===== config.mk =====
export PLATFORM = sky130hd
export DESIGN_NAME = aludp_top
export DESIGN_NICKNAME = d
export VERILOG_FILES = /design/src/rtl/aludp_pkg.sv /design/src/rtl/aludp_in_reg.sv /design/src/rtl/aludp_alu.sv /design/src/rtl/aludp_shifter.sv /design/src/rtl/aludp_top.sv
export SDC_FILE = /design/constraint.sdc
export NUM_CORES = 1
export LEC_CHECK = 0
export ABC_CLOCK_PERIOD_IN_PS = 4950
export BUFFER_PORTS_ARGS = -buffer_cell sky130_fd_sc_hd__buf_2
export CAP_MARGIN = 20
export CORE_ASPECT_RATIO = 0.7
export CORE_MARGIN = 1
export CORE_UTILIZATION = 40
export DETAILED_ROUTE_END_ITERATION = 16
export GPL_ROUTABILITY_DRIVEN = 0
export MAX_ROUTING_LAYER = met4
export PLACE_DENSITY = 0.69
export SLEW_MARGIN = 25
export SYNTH_ARGS = -nofsm -noshare
export SYNTH_HDL_FRONTEND = slang
export SYNTH_SLANG_ARGS = --single-unit

===== constraint.sdc =====
create_clock -name clk -period 4.95 [get_ports clk]
set_clock_uncertainty 0.05 [all_clocks]
set_input_delay 0.2475 -clock clk [delete_from_list [all_inputs] [get_ports clk]]
set_output_delay 0.2475 -clock clk [all_outputs]
set_load 0.05 [all_outputs]

===== src/rtl/aludp_pkg.sv =====
package aludp_pkg;
  typedef enum logic [2:0] {
    OP_BSUBA = 3'b000,
    OP_OR    = 3'b001,
    OP_AND   = 3'b010,
    OP_ADD   = 3'b011,
    OP_XOR   = 3'b100,
    OP_PASSB = 3'b101,
    OP_PASSA = 3'b110,
    OP_ASUBB = 3'b111
  } alu_op_e;

  function automatic logic op_is_arith(input logic [2:0] op);
    return (op == OP_ADD) || (op == OP_ASUBB) || (op == OP_BSUBA);
  endfunction
endpackage


===== src/rtl/aludp_in_reg.sv =====
module aludp_in_reg #(
  parameter int W   = 8,
  parameter int SHW = 3
) (
  input  logic           clk,
  input  logic           rst_n,
  input  logic [W-1:0]   a_d,
  input  logic [W-1:0]   b_d,
  input  logic [2:0]     op_d,
  input  logic [SHW-1:0] sh_d,
  output logic [W-1:0]   a_q,
  output logic [W-1:0]   b_q,
  output logic [2:0]     op_q,
  output logic [SHW-1:0] sh_q
);
  // the datapath samples every cycle; enable kept explicit
  localparam logic CAP_EN = 1'b1;

  logic [W-1:0]   a_n, b_n;
  logic [2:0]     op_n;
  logic [SHW-1:0] sh_n;

  always_comb begin
    a_n  = a_q;
    b_n  = b_q;
    op_n = op_q;
    sh_n = sh_q;
    if (CAP_EN) begin
      a_n  = a_d;
      b_n  = b_d;
      op_n = op_d;
      sh_n = sh_d;
    end
  end

  always_ff @(posedge clk or negedge rst_n) begin
    if (!rst_n) begin
      a_q  <= '0;
      b_q  <= '0;
      op_q <= '0;
      sh_q <= '0;
    end else begin
      a_q  <= a_n;
      b_q  <= b_n;
      op_q <= op_n;
      sh_q <= sh_n;
    end
  end
endmodule


===== src/rtl/aludp_alu.sv =====
module aludp_alu
  import aludp_pkg::*;
#(
  parameter int W = 8
) (
  input  logic [W-1:0] a,
  input  logic [W-1:0] b,
  input  logic [2:0]   op,
  output logic [W-1:0] y,
  output logic         cout
);
  logic [W-1:0] x_in, y_in;
  logic         c_in;
  logic [W-1:0] prop, gen, sum;
  logic [W:0]   chain;

  // operand conditioning for the shared adder
  always_comb begin
    x_in = a;
    y_in = b;
    c_in = 1'b0;
    unique case (op)
      OP_ASUBB: begin y_in = ~b; c_in = 1'b1; end
      OP_BSUBA: begin x_in = ~a; c_in = 1'b1; end
      default:  ;
    endcase
  end

  assign chain[0] = c_in;

  genvar i;
  generate
    for (i = 0; i < W; i++) begin : g_bit
      assign prop[i]    = x_in[i] ^ y_in[i];
      assign gen[i]     = x_in[i] & y_in[i];
      assign chain[i+1] = gen[i] | (prop[i] & chain[i]);
      assign sum[i]     = prop[i] ^ chain[i];
    end
  endgenerate

  always_comb begin
    unique case (op)
      OP_OR:    y = a | b;
      OP_AND:   y = a & b;
      OP_XOR:   y = a ^ b;
      OP_PASSA: y = a;
      OP_PASSB: y = b;
      default:  y = sum;
    endcase
    cout = op_is_arith(op) ? chain[W] : 1'b0;
  end
endmodule


===== src/rtl/aludp_shifter.sv =====
module aludp_shifter #(
  parameter int W     = 8,
  parameter int SHW   = 3,
  parameter int MAXSH = 3
) (
  input  logic [W-1:0]   d,
  input  logic [SHW-1:0] amt,
  output logic [W-1:0]   q
);
  localparam int SLOG = (MAXSH < 2) ? 1 : $clog2(MAXSH + 1);
  localparam logic [SLOG-1:0] MAX_AMT = SLOG'(MAXSH);

  logic [SLOG-1:0] amt_sat;
  logic [W-1:0]    stage [SLOG+1];

  always_comb begin
    if (int'(amt) > MAXSH) amt_sat = MAX_AMT;
    else                   amt_sat = SLOG'(amt);
  end

  assign stage[0] = d;

  genvar k;
  generate
    for (k = 0; k < SLOG; k++) begin : g_stage
      assign stage[k+1] = amt_sat[k] ? (stage[k] << (1 << k)) : stage[k];
    end
  endgenerate

  assign q = stage[SLOG];
endmodule


===== src/rtl/aludp_top.sv =====
module aludp_top #(
  parameter int W     = 8,
  parameter int SHW   = 3,
  parameter int MAXSH = 3
) (
  input  logic           clk,
  input  logic           rst_n,
  input  logic [W-1:0]   a_i,
  input  logic [W-1:0]   b_i,
  input  logic [2:0]     op_i,
  input  logic [SHW-1:0] shift_i,
  output logic [W-1:0]   res_o,
  output logic           cout_o
);
  logic [W-1:0]   a_q, b_q, alu_y;
  logic [2:0]     op_q;
  logic [SHW-1:0] sh_q;

  aludp_in_reg #(.W(W), .SHW(SHW)) u_in (
    .clk(clk), .rst_n(rst_n),
    .a_d(a_i), .b_d(b_i), .op_d(op_i), .sh_d(shift_i),
    .a_q(a_q), .b_q(b_q), .op_q(op_q), .sh_q(sh_q)
  );

  aludp_alu #(.W(W)) u_alu (
    .a(a_q), .b(b_q), .op(op_q), .y(alu_y), .cout(cout_o)
  );

  aludp_shifter #(.W(W), .SHW(SHW), .MAXSH(MAXSH)) u_shf (
    .d(alu_y), .amt(sh_q), .q(res_o)
  );
endmodule


==> results of run 1 <==
-- power by group through the flow --
stage	Sequential [W]	Combinational (W)	Clock, W
6_report	0.000199	0.000236	0.000134
5_1_grt	0.000201	0.000260	0.000144
4_1_cts	0.000199	0.000226	0.000138
3_5_place_dp	0.000203	0.000219	0
3_3_place_gp	0.000203	0.000217	0
2_1_floorplan	0.000199	0.000172	0
-- stage by stage --
step	hold slack (ps)	instances	TNS, ps	util, %	setup WS [ps]
2_1_floorplan	-98.1	191	0	-	4.96
5_1_grt	7.91	283	-406	51.6	-406
3_3_place_gp	197	275	0	48.6	62.2
4_1_cts	15.2	282	-241	50.7	-241
3_5_place_dp	199	275	0	48.6	5.77
6_report	18.4	283	-227	51.6	-227
-- sequential cells by signal (all words and copies together) (netlist names) --
signal,cells
u_in.a_q,8
u_in.b_q,8
u_in.op_q,3
u_in.sh_q,3
-- repair_timing --
| action | in CTS | in global routing |
|---|---|---|
| endpoints found under the hold margin | 22 | 0 |
| endpoints found under the setup margin | 2 | 2 |
| pin swaps | 1 | 3 |
| gates resized for setup | 5 | 10 |
| hold buffers | 1 | 0 |
| cloned | 0 | 0 |
| setup buffers | 2 | 1 |
-- logic make-up after synthesis --
kind of cell | count (synthesis) | synth area share, %
xor+xnor | 16 | 7.55
simple gates | 47 | 13.6
flops | 22 | 29.7
mux | 13 | 7.82
buf+inv | 30 | 7.01
fa+ha+maj | 24 | 19.0
compound gates | 39 | 15.3
-- cells in the final DEF, fill, tap and decap left out, drive strengths merged, types with 3 or more instances in the layout --
cell type	synthesis	routed
inv	20	20
dfrtp	22	22
a21oi	6	6
buf	9	42
ha	17	17
nand2b	8	8
xnor2	16	16
fa	7	7
o21ai	7	7
nor2	8	8
nand2	9	9
nor2b	4	4
nand3	7	7
mux2i	10	10
clkbuf	1	4
o22ai	3	3
a211oi	3	3
-- cells in the mapped netlist (all sizes together), types with 2 or more instances --
| cell | n | area share (%) |
|---|---|---|
| ha | 17 | 11 |
| nand3 | 7 | 1.9 |
| mux2i | 10 | 5.4 |
| nand2 | 9 | 1.8 |
| o22ai | 3 | 1.0 |
| fa | 7 | 7.6 |
| mux2 | 2 | 1.2 |
| a221o | 2 | 1.1 |
| xnor2 | 16 | 7.6 |
| o21ai | 7 | 1.9 |
| o211ai | 2 | 0.81 |
| o221a | 2 | 1.2 |
| a21oi | 6 | 1.6 |
| dfrtp | 22 | 30 |
| and3b | 2 | 0.94 |
| inv | 20 | 4.0 |
| o21a | 2 | 0.81 |
| o221ai | 2 | 0.94 |
| buf | 9 | 2.8 |
| a211oi | 3 | 1.5 |
| nor2 | 8 | 1.6 |
| nand2b | 8 | 2.7 |
| or2 | 2 | 0.67 |
| nor2b | 4 | 1.3 |
| nor3 | 2 | 0.54 |
| a21o | 2 | 0.81 |
-- final cells by class --
cell class / instances / area share [%]
Clock buffer: 4 / 2.42
Tap cell: 55 / 3.03
Inverter: 20 / 3.30
Timing Repair Buffer: 43 / 11.3
Multi-Input combinational cell: 139 / 55.6
Sequential cell: 22 / 24.3
-- worst max-delay path by stage --
stage / endpoint / slack, ps / cells past startpoint
floorplan: res_o[7] / 5 / 18
global placement: res_o[7] / 60 / 17
global route: res_o[7] / -410 / 17
detailed placement: res_o[7] / 6 / 17
CTS: res_o[7] / -240 / 17
finish: res_o[7] / -230 / 17
-- metal layers --
metal,vias to the layer above,wire [um]
met3,6,134
met2,28,1760
met1,705,2060
met4,0,37
li1,733,-
met5,-,0
==> impl_results.md, run 1 <==
- Antenna Nets Post-Route: 0
- Fraction of layout cells with a size suffix above 1: a little under a third
- First-pass GRT wire length: 6840 um
- # port buffers: 32
- Clock Path Buffers: 2
- Switch share: between 30% and 40%
- Clock Sinks: 22
- Initial antenna violation count: 0
- Crit path arrival time: 4880 ps
- P_int: around 0.00036 W
- Grt peak-use layer: met2
- Die width: 83.4 um
- CP top delay family: adder cells
- Most frequent CP cell: fa_2
- Fill cells: 432
- Diode count: 0
- Critical Path Source Type: flip-flop
- Hold endpoint: u_in.a_q[2]
- Max capacitance violation total: 0
- Die Span Y: approximately 60 um
- Max Slew Vio Count: 0
- Routed vias: approximately 1,500
- Leak: approximately 1.1 nW
- Tot Pwr: around 0.00057 W
- Worst Path Buf+Inv: 2
- Failing checks: setup timing
- Dpl cell area: around 0.0021 mm2
- Hold Path Cell Cnt: 1
- Worst hold path type: in -> reg
- Yosys warning total: 0
- Post-Syn Area: roughly 0.0019 mm2
- Critical path endpoint category: primary output
- EDFF count, synth: 0
- P per Cell Area: roughly 250 mW/mm2
- Total Routed Length: 3990 um
- Post-synthesis sequential area ratio: 29.7%
- Met2 GRT Util: between 20 and 30%
- #FFs+latches synth: 22
- CTS H-tree depth: 1
- Tcrit/Tclk final: 105%
- Avg Cell Area, Syn: 9.71 um2
- Max incr delay on CP: roughly 460 ps
- Worst-path maximum fanout: 3
- Async SR Flop Fraction: 100%
- Num CTS Buffers: 3
- Syn_nets: around 240
- Seq pwr share: 35.0%
- Max_slew headroom: 52.3%
- Starting Density: about 42%
- Row cnt: 20
- Worst-Margin Slew: 713 ps
- DR iter-0 viols: 47
- Overflow after GRT: 0
- Critical path class: reg -> out
- Crit-path cells: nor3_4, xnor2_2, ha_1, a21oi_2, fa_2, inv_2, fa_2, fa_2, fa_2, fa_2, fa_2, fa_1, a22o_1, a221oi_2, a21o_1, o22ai_4, buf_6
- Combinational share of power: approximately two fifths
- Hold Startpoint: a_i[2]
- Crit path from: u_in.op_q[0]
- Status: finished with violations
- CTS tree: done
- Peak supply drop: 0.000151 V
- Routed WL per cell: ~14 um
- Total GRT Usage: a little under a fifth
- Register area: roughly 550 um2
- Largest net degree at the start of global routing: 24
- Final Hold Violating Endpoints: 0
- Post-route minimum period: 5180 ps
- Die Area: 0.00492 mm2
- Drt pass-1 iters: 4
- M1 GR Usage: between 20% and 30%
- FMAX: between 150 and 200 MHz
- Sw power: ~0.00021 W
- Final Instance Area: approximately 0.0023 mm2
- CP max stage cell: fa_1
- Vias per inst: about 5.2
- Synth Instances: between 150 and 200
- Main flop type after synthesis: dfrtp_1
- Crit path required time: between 4000 and 5000 ps
- Clock transition at path regs: roughly 90 ps
- Vias in the first global route: 1,422
- I/O pin count: 33
- Area of the multi-input gates: roughly 0.0013 mm2
- Synth cell types: 47
- Hpwl dp: 2990 um
- Root Driver: clkbuf_8
- Area grow syn2layout: 22.5%
- Post-detailed-route DRC marker count: 0
- Final setup viols: 1
- RSZ-0062 raised after global routing: true
- # nets final: ~280
- Slack of the critical path: -227 ps
- GR Layer Usage met3: under 10%
- Clock network fraction of total power: a little under a quarter
- Core box area: around 0.0044 mm2
Power figures use the tool's default switching activity.
==> run 2: changes to the inputs <==
--- a/config.mk
+++ b/config.mk
@@ -13,6 +13,7 @@
 export CORE_UTILIZATION = 40
 export DETAILED_ROUTE_END_ITERATION = 16
 export GPL_ROUTABILITY_DRIVEN = 0
+export HOLD_SLACK_MARGIN = 0.02
 export MAX_ROUTING_LAYER = met4
 export PLACE_DENSITY = 0.69
 export SLEW_MARGIN = 25
==> run 2 against run 1 <==
  * The run still ends with setup timing left
  * Combinational power increased by 3%
  * Hold slack improved by 7.3 ps
  * Final cell count increased by 3.2%
  * Sequential power about the same
  * Non-clock buffer count increased by 9
  * Routed wire length increased by 1.3%
  * Critical path type unchanged
==> impl_results.md, run 2 (synthesis results as in run 1) <==
- Status: finished with violations
- Failing checks: setup timing
- Most frequent cells in the layout: buf_2 (30), dfrtp_1 (20), inv_1 (18), ha_1 (17), xnor2_1 (15)
- Clock Sinks: 22 (unchanged)
- DR iter-0 viols: 62 (+32%)
- Max_slew headroom: 52.3% (+0.077 points)
- # port buffers: 32 (unchanged)
- Worst hold path type: in -> reg
- Initial antenna violation count: 0 (unchanged)
- CTS H-tree depth: 1 (unchanged)
- Slack of the critical path: -228 ps (-0.455 ps)
- Final core occ: 53.7% (+2.0 points)
- CTS tree: done
- Clock transition at path regs: 90 ps (about the same)
- Die Area: 0.00492 mm2 (unchanged)
- Overflow after GRT: 0 (unchanged)
- Critical path endpoint category: primary output
- Tcrit/Tclk final: 105% (about the same)
- Worst-Margin Slew: 712 ps (-1.16 ps)
- Critical Path Source Type: flip-flop
- Clock Path Buffers: 2 (unchanged)
- Final setup viols: 1 (unchanged)
- Largest net degree at the start of global routing: 24 (unchanged)
- Commonest non-fill, non-tap cell in the layout: buf_2
- Max Slew Vio Count: 0 (unchanged)
- Die Span Y: 59.0 um (unchanged)
- Area grow syn2layout: 27.4%
- Worst-path maximum fanout: 3 (unchanged)
- # nets final: 286 (+3.2%)
- Num CTS Buffers: 3 (unchanged)
- Tot Pwr: 0.000574 W (+0.88%)
- Post-route minimum period: 5180 ps (+0.455 ps)
- Hpwl dp: 2990 um (unchanged)
- I/O pin count: 33 (unchanged)
- Starting Density: 42.1% (unchanged)
- Dpl cell area: 0.00214 mm2 (unchanged)
- FMAX: 193 MHz (about the same)
- Final Instance Area: 0.00236 mm2 (+4.0%)
- Crit path arrival time: 4880 ps (about the same)
- DP Cell Count: 275 (unchanged)
- Fraction of layout cells with a size suffix above 1: 30.4% (-1.2 points)
- Crit path required time: 4650 ps (about the same)
- Core box area: 0.00440 mm2 (unchanged)
- WHS: 25.7 ps (+7.32 ps)
- Row cnt: 20 (unchanged)
- Biggest regs: u_in.a_q x8, u_in.b_q x8
- Die width: 83.4 um (unchanged)
- Routed vias: 1,514 (+2.9%)
- First-pass GRT wire length: 6920 um (+1.2%)
- Layout Cells excl Fill: 292 (+3.2%)
- RSZ-0062 raised after global routing: true
- Diode count: 0 (unchanged)
- Routed WL per cell: 13.9 um (-1.8%)
- Max capacitance violation total: 0 (unchanged)
- P per Cell Area: 243 mW/mm2 (-3.0%)
- Total Routed Length: 4050 um (+1.3%)
- Leak: 1.11 nW (+3.5%)
- Vias in the first global route: 1,449 (+1.9%)
- Antenna Nets Post-Route: 0 (unchanged)
- Total GRT Usage: 18.9% (+0.23 points)
- Root Driver: clkbuf_8
- Drt pass-1 iters: 4 (unchanged)
- Post-detailed-route DRC marker count: 0 (unchanged)
- Vias per inst: 5.18 (-0.32%)
- Final Hold Violating Endpoints: 0 (unchanged)
- Critical path class: reg -> out
- Peak supply drop: 0.000151 V (-0.17%)
[run 2: routing by layer]
metal / vias to the layer above / wire, um / GRT usage [%]
met5: - / 0 / -
met4: 0 / 32 / 2.96
li1: 751 / - / -
met1: 726 / 2060 / 25.2
met3: 6 / 140 / 3.76
met2: 31 / 1810 / 30.7
[run 2: layout make-up]
| type | count | area (um2) |
|---|---|---|
| sequential | 22 | 553 |
| fill | 424 | 2040 |
| inverter | 20 | 75.1 |
| multi-input combinational | 139 | 1260 |
| tap | 55 | 68.8 |
| timing repair buffer | 52 | 348 |
| clock buffer | 4 | 55.1 |
[run 2: path summary, 6_finish.rpt]
kind,to,cells after the start,start
worst max-delay path,res_o[7],17,u_in.op_q[0]
max in group asynchronous,u_in.op_q[2],2,rst_n
worst min-delay path,u_in.sh_q[2],1,shift_i[2]
min in group asynchronous,u_in.b_q[7],2,rst_n
[run 2: repair_timing]
item,4_1_cts,5_1_grt
endpoints found under the setup margin,2,2
cloned,0,0
hold buffers,9,1
resized for setup,5,10
buffers inserted,2,1
pin swaps,1,3
endpoints found under the hold margin,30,1
[run 2: metrics by stage]
stage          setup TNS [ps]  worst slack, ps
2_1_floorplan               0             4.96
3_3_place_gp                0             62.2
6_report                 -228             -228
4_1_cts                  -241             -241
3_5_place_dp                0             5.77
5_1_grt                  -406             -406
[run 2: where the power goes]
part           internal [W]  switching (W)  total (W)
clock network     0.0000711      0.0000620   0.000133
logic              0.000103       0.000138   0.000242
registers          0.000189      0.0000103   0.000199
total              0.000364       0.000210   0.000574
[run 2: critical path, cell delays in order, from the launching register on]
cell	delay [ps]
dfrtp_2	440
nor3_4	250
xnor2_2	140
ha_1	260
a21oi_2	140
fa_2	210
inv_2	40
fa_2	330
fa_2	340
fa_2	350
fa_2	360
fa_2	340
fa_1	460
a22o_1	250
a221oi_2	270
a21o_1	190
o22ai_4	80
buf_6	180
